==> config.mk <==
export PLATFORM = sky130hd
export DESIGN_NAME = dmem_router
export DESIGN_NICKNAME = d
export VERILOG_FILES = /design/src/rtl/dmem_pkg.sv /design/src/rtl/dmem_decode.sv /design/src/rtl/dmem_ctrl_reg.sv /design/src/rtl/dmem_rdmux.sv /design/src/rtl/dmem_router.sv
export SDC_FILE = /design/constraint.sdc
export NUM_CORES = 1
export LEC_CHECK = 0
export ABC_AREA = 1
export BUFFER_PORTS_ARGS = -buffer_cell sky130_fd_sc_hd__buf_2
export CORE_ASPECT_RATIO = 0.6
export CORE_MARGIN = 2
export CORE_UTILIZATION = 33
export DETAILED_ROUTE_END_ITERATION = 10
export GPL_TIMING_DRIVEN = 0
export PLACE_DENSITY = 0.81
export SLEW_MARGIN = 10
export SYNTH_ARGS = -nofsm -noshare
export SYNTH_HDL_FRONTEND = slang
export SYNTH_SLANG_ARGS = --single-unit
==> constraint.sdc <==
create_clock -name clk -period 1.3 [get_ports clk]
set_input_delay 0.13 -clock clk [delete_from_list [all_inputs] [get_ports clk]]
set_output_delay 0.13 -clock clk [all_outputs]
set_load 0.05 [all_outputs]
==> src/rtl/dmem_pkg.sv <==
package dmem_pkg;

    typedef enum logic [1:0] {
        AM_DIRECT    = 2'b00,
        AM_INDIRECT  = 2'b01,
        AM_MOVX_RI   = 2'b10,
        AM_MOVX_DPTR = 2'b11
    } amode_e;

    typedef enum logic [2:0] {
        TG_NONE = 3'd0,
        TG_LO   = 3'd1,
        TG_UP   = 3'd2,
        TG_SFR  = 3'd3,
        TG_ERAM = 3'd4,
        TG_EXT  = 3'd5,
        TG_CTRL = 3'd6
    } tgt_e;

    typedef struct packed {
        tgt_e tgt;
        logic wide;
    } route_t;

    typedef struct packed {
        logic map_ext;
        logic ale_gate;
    } ctrl_t;

    localparam logic [7:0] CTRL_ADDR = 8'h8E;

    function automatic tgt_e ram_half(input logic [7:0] a);
        return a[7] ? TG_UP : TG_LO;
    endfunction

endpackage

==> src/rtl/dmem_decode.sv <==
module dmem_decode
    import dmem_pkg::*;
#(
    parameter int ERAM_BYTES = 256
) (
    input  logic        access,
    input  logic [1:0]  acc_mode,
    input  logic        stack_acc,
    input  logic [15:0] addr,
    input  logic        map_ext,
    output route_t      route
);
    localparam logic [16:0] ERAM_TOP = 17'(ERAM_BYTES);

    amode_e mode;
    logic   in_eram;

    assign mode    = amode_e'(acc_mode);
    assign in_eram = ({1'b0, addr} < ERAM_TOP);

    always_comb begin
        route = '{tgt: TG_NONE, wide: 1'b0};
        if (access) begin
            if (stack_acc) begin
                route.tgt = ram_half(addr[7:0]);
            end else begin
                unique case (mode)
                    AM_DIRECT: begin
                        if (!addr[7])                  route.tgt = TG_LO;
                        else if (addr[7:0] == CTRL_ADDR) route.tgt = TG_CTRL;
                        else                           route.tgt = TG_SFR;
                    end
                    AM_INDIRECT: route.tgt = ram_half(addr[7:0]);
                    AM_MOVX_RI: begin
                        route.tgt  = map_ext ? TG_EXT : TG_ERAM;
                        route.wide = 1'b0;
                    end
                    AM_MOVX_DPTR: begin
                        route.tgt  = (!map_ext && in_eram) ? TG_ERAM : TG_EXT;
                        route.wide = 1'b1;
                    end
                    default: route.tgt = TG_NONE;
                endcase
            end
        end
    end
endmodule

==> src/rtl/dmem_ctrl_reg.sv <==
module dmem_ctrl_reg
    import dmem_pkg::*;
(
    input  logic       clk,
    input  logic       rst,
    input  logic       wr_hit,
    input  logic [1:0] wbits,
    output ctrl_t      ctrl
);
    always_ff @(posedge clk) begin
        if (rst)         ctrl <= '0;
        else if (wr_hit) ctrl <= ctrl_t'(wbits);
    end

    AST_CTRL_HOLD: assert property (@(posedge clk) disable iff (rst)
        !wr_hit |=> $stable(ctrl));
endmodule

==> src/rtl/dmem_rdmux.sv <==
module dmem_rdmux
    import dmem_pkg::*;
(
    input  logic       clk,
    input  logic       rst,
    input  logic       rd_en,
    input  tgt_e       tgt,
    input  ctrl_t      ctrl,
    input  logic [7:0] lo_rdata,
    input  logic [7:0] up_rdata,
    input  logic [7:0] sfr_rdata,
    input  logic [7:0] eram_rdata,
    input  logic [7:0] ext_rdata,
    output logic [7:0] rdata
);
    tgt_e  tgt_q;
    ctrl_t ctrl_q;

    always_ff @(posedge clk) begin
        if (rst) begin
            tgt_q  <= TG_NONE;
            ctrl_q <= '0;
        end else begin
            tgt_q  <= rd_en ? tgt : TG_NONE;
            ctrl_q <= ctrl;
        end
    end

    always_comb begin
        unique case (tgt_q)
            TG_LO:   rdata = lo_rdata;
            TG_UP:   rdata = up_rdata;
            TG_SFR:  rdata = sfr_rdata;
            TG_ERAM: rdata = eram_rdata;
            TG_EXT:  rdata = ext_rdata;
            TG_CTRL: rdata = {6'b0, ctrl_q.map_ext, ctrl_q.ale_gate};
            default: rdata = 8'h00;
        endcase
    end

    AST_RD_IDLE_ZERO: assert property (@(posedge clk) disable iff (rst)
        !rd_en |=> (rdata == 8'h00));
endmodule

==> src/rtl/dmem_router.sv <==
module dmem_router
    import dmem_pkg::*;
#(
    parameter int   ERAM_BYTES = 256,
    localparam int  ERAM_AW    = $clog2(ERAM_BYTES)
) (
    input  logic               clk,
    input  logic               rst,
    input  logic               rd_en,
    input  logic               wr_en,
    input  logic [1:0]         acc_mode,
    input  logic               stack_acc,
    input  logic [15:0]        addr,
    input  logic [7:0]         wdata,
    input  logic [7:0]         lo_rdata,
    input  logic [7:0]         up_rdata,
    input  logic [7:0]         sfr_rdata,
    input  logic [7:0]         eram_rdata,
    input  logic [7:0]         ext_rdata,
    output logic               lo_sel,
    output logic               up_sel,
    output logic               sfr_sel,
    output logic               eram_sel,
    output logic               ext_req,
    output logic [7:0]         loc_addr,
    output logic [ERAM_AW-1:0] eram_addr,
    output logic [15:0]        ext_addr,
    output logic               ext_wide,
    output logic               ext_rd,
    output logic               ext_wr,
    output logic               ale_free,
    output logic [7:0]         rdata
);
    logic   access;
    route_t route;
    ctrl_t  ctrl;

    assign access = rd_en | wr_en;

    dmem_decode #(.ERAM_BYTES(ERAM_BYTES)) u_dec (
        .access   (access),
        .acc_mode (acc_mode),
        .stack_acc(stack_acc),
        .addr     (addr),
        .map_ext  (ctrl.map_ext),
        .route    (route)
    );

    dmem_ctrl_reg u_ctrl (
        .clk   (clk),
        .rst   (rst),
        .wr_hit(wr_en && (route.tgt == TG_CTRL)),
        .wbits (wdata[1:0]),
        .ctrl  (ctrl)
    );

    dmem_rdmux u_rd (
        .clk       (clk),
        .rst       (rst),
        .rd_en     (rd_en),
        .tgt       (route.tgt),
        .ctrl      (ctrl),
        .lo_rdata  (lo_rdata),
        .up_rdata  (up_rdata),
        .sfr_rdata (sfr_rdata),
        .eram_rdata(eram_rdata),
        .ext_rdata (ext_rdata),
        .rdata     (rdata)
    );

    assign lo_sel   = (route.tgt == TG_LO);
    assign up_sel   = (route.tgt == TG_UP);
    assign sfr_sel  = (route.tgt == TG_SFR);
    assign eram_sel = (route.tgt == TG_ERAM);
    assign ext_req  = (route.tgt == TG_EXT);
    assign ext_wide = ext_req & route.wide;
    assign ext_rd   = ext_req & rd_en;
    assign ext_wr   = ext_req & wr_en;
    assign ale_free = ~ctrl.ale_gate;
    assign loc_addr = addr[7:0];
    assign ext_addr = route.wide ? addr : {8'h00, addr[7:0]};

    generate
        if (ERAM_AW > 8) begin : g_wide_eram
            assign eram_addr = (acc_mode == AM_MOVX_RI) ?
                               {{(ERAM_AW-8){1'b0}}, addr[7:0]} : addr[ERAM_AW-1:0];
        end else begin : g_byte_eram
            assign eram_addr = addr[ERAM_AW-1:0];
        end
    endgenerate

    AST_ONE_TARGET: assert property (@(posedge clk) disable iff (rst)
        $onehot0({lo_sel, up_sel, sfr_sel, eram_sel, ext_req}));
    AST_ERAM_NO_STROBE: assert property (@(posedge clk) disable iff (rst)
        eram_sel |-> (!ext_rd && !ext_wr));
    AST_RI_NARROW: assert property (@(posedge clk) disable iff (rst)
        (ext_req && acc_mode == AM_MOVX_RI) |-> (!ext_wide && ext_addr[15:8] == 8'h00));
    AST_STACK_INTERNAL: assert property (@(posedge clk) disable iff (rst)
        (stack_acc && access) |-> (lo_sel || up_sel));
    AST_IDLE_QUIET: assert property (@(posedge clk) disable iff (rst)
        !access |-> !(lo_sel || up_sel || sfr_sel || eram_sel || ext_req || ext_rd || ext_wr));
endmodule

==> metrics.yaml <==
path_clk_slew_ns: 0.05
clock_sinks: 7
ys_types: 20
grt_pass1_wl_mm: 6.54
core_area_sq_um: 2890
worst_setup_path_end_kind: "output pin"
via_per_inst: 4.79
routabilityCongestion: 0.833
io_pins: 120
die_w_um: 75.3
synth_nets: 254
die-area_sq_um: 3520
slowest_delay_ns: 0.42
numCtsBuffers: 3
root_buffer: "clkbuf_8"
finalHoldWorstSlack_ns: 0.100
nFillCells: 219
postCtsHoldBufs: 0
drc_errors: 0
hold_violations: 0
final_cells: 356
areaGrowthSynthToFinish_pct: 122
drt_iter0_markers: 66
leakage_nw: 1.26
min_path_type: "input pin to flop"
dieHeight_um: 46.8
fin_tns_setup_ns: -3.38
status: "finished with violations"
worst_slew_pin_slew_ns: 0.425
cp.arrival_ns: 1.44
final_layout_size_suffix_gt1_frac: 0.701
endpoint: "rdata[5]"
grtUsageMet1: 0.310
cts_tree: "done"
dpl.cell_count: 338
grt_max_degree: 10
crit_chain: "inv_4 > nand3_4 > inv_8 > a221oi_4 > nand3_2 > buf_6"
min_period_ns: 1.57
fin_ws_ns: -0.272
critPathLaunch: "u_rd.tgt_q[1]"
grt_pass1_vias: 1450
first_pass_iters: 4
fin_skew_ns: 0.00662
final_cell_mix: "buf_2 (92), buf_4 (34), nand2_1 (32), nor2_1 (28), inv_1 (22)"
antenna_found_initial: 0
r2r-start: "u_ctrl.ctrl[1]"
row_count: 15
cp_top_family: "flip-flops"
nets: 386
power.total_mw: 1.37
insertion_delay_ns: 0.23
critPathKind: "flop to output pin"
r2r-end: "u_rd.tgt_q[0]"
avgSynthCellArea_sq_um: 5.50
wl_per_cell_um: 14.0
final_antenna_net_count: 0
cap_viol_max_count: 0
synthesis.area_sq_um: 1010
ir_drop_mv: 0.775
overflow: 0
ys_ff_latch: 7
grt_use_total: 0.245
path_depth: 6
n_antenna_cell: 0
layout_commonest_cell: "buf_2"
grt_util_met2: 0.435
wirelength_mm: 4.97
path_max_fanout: 8
p_per_area_nw_per_um2: 611
min_period_over_period: 1.21
slew_headroom: 0.716
worstPathRequired_ns: 1.17
max_freq_ghz: 0.636
final_max_slew_viol_count: 0
worst-path-buf-inv: 3
crit_slowest_cell: "dfxtp_4"
syn_inst: 183
io_buffers: 113
seq_area_frac_synth: 0.139
start_util: 0.348
routed-via-count: 1705
r2r_cells: 7
busiest_layer: "met2"
failed_checks: "setup timing"
cts_max_level: 1
use_met3: 0.0515
yosys_warnings: 0
r2r_slack_ns: 0.29
crit_path_start_kind: "flop"
dp_hpwl_mm: 2.82
rsz0062_at_grt: "yes"
cts_buffer_depth: 2
setup_viol: 16
[worst min-delay path by stage]
stage,startpoint,end,depth (start not counted)
finish,rst,u_rd.ctrl_q[1],2
global route,rst,u_rd.ctrl_q[1],2
CTS,rst,u_rd.ctrl_q[1],2
detailed placement,rst,u_rd.ctrl_q[1],2
global placement,rst,u_rd.ctrl_q[0],2
floorplan,rst,u_rd.ctrl_q[0],1
[cells in the mapped netlist, drive strengths merged]
cell	count	area [sq um]
o21ai	2	10.0
inv	36	135
nand2	44	170
nand3b	1	7.51
a221oi	6	52.6
o2111ai	2	17.5
nand3	11	60.1
dfxtp	7	140
buf	24	180
nor2	39	154
nor3b	1	12.5
a21oi	4	20.0
nand4	4	31.3
nor3	2	15.0
[metrics by stage]
step                utilization  setup WS (ns)  cell area [sq um]
floorplan                     -         -0.199               1110
global placement          0.597         -0.317               1730
detailed placement        0.597         -0.319               1730
CTS                       0.721         -0.226               2080
global route              0.774         -0.333               2240
finish                    0.774         -0.272               2240
[metal layers]
layer,part of all wire,vias to the layer above
li1,-,812
met1,0.38,791
met4,0.022,0
met2,0.52,89
met5,0,-
met3,0.078,13
[what timing repair did]
item	4_1_cts	5_1_grt
buffers inserted	8	5
gates resized for setup	77	27
gates cloned	0	1
setup endpoints to repair	16	22
pin swaps	13	15
[layout make-up]
cell class | instances | area, sq um | area share
multi-input cells | 117 | 835 | 0.373
repair buffers | 126 | 817 | 0.365
plain buffers | 24 | 180 | 0.0805
inverters | 36 | 155 | 0.0694
flip-flops and latches | 7 | 153 | 0.0682
well taps | 42 | 52.6 | 0.0235
clock buffers | 4 | 45.0 | 0.0201
[kinds of logic after synthesis]
logic type / share of synthesized area
AO/OA/AOI/OAI: 0.0995
buffers and inverters: 0.313
flip-flops: 0.139
AND/OR/NAND/NOR: 0.448
[state kept, by name, summed over array words and instances, names as in the netlist]
name	cells
u_rd.tgt_q	3
u_ctrl.ctrl	2
u_rd.ctrl_q	2
[power breakdown]
| part | total, mW | leakage, nW | internal (mW) | switching (mW) |
|---|---|---|---|---|
| logic | 0.823 | 1.17 | 0.305 | 0.518 |
| clock network | 0.313 | 0.0228 | 0.213 | 0.100 |
| registers | 0.230 | 0.0595 | 0.218 | 0.0121 |
Power figures use the tool's default switching activity.
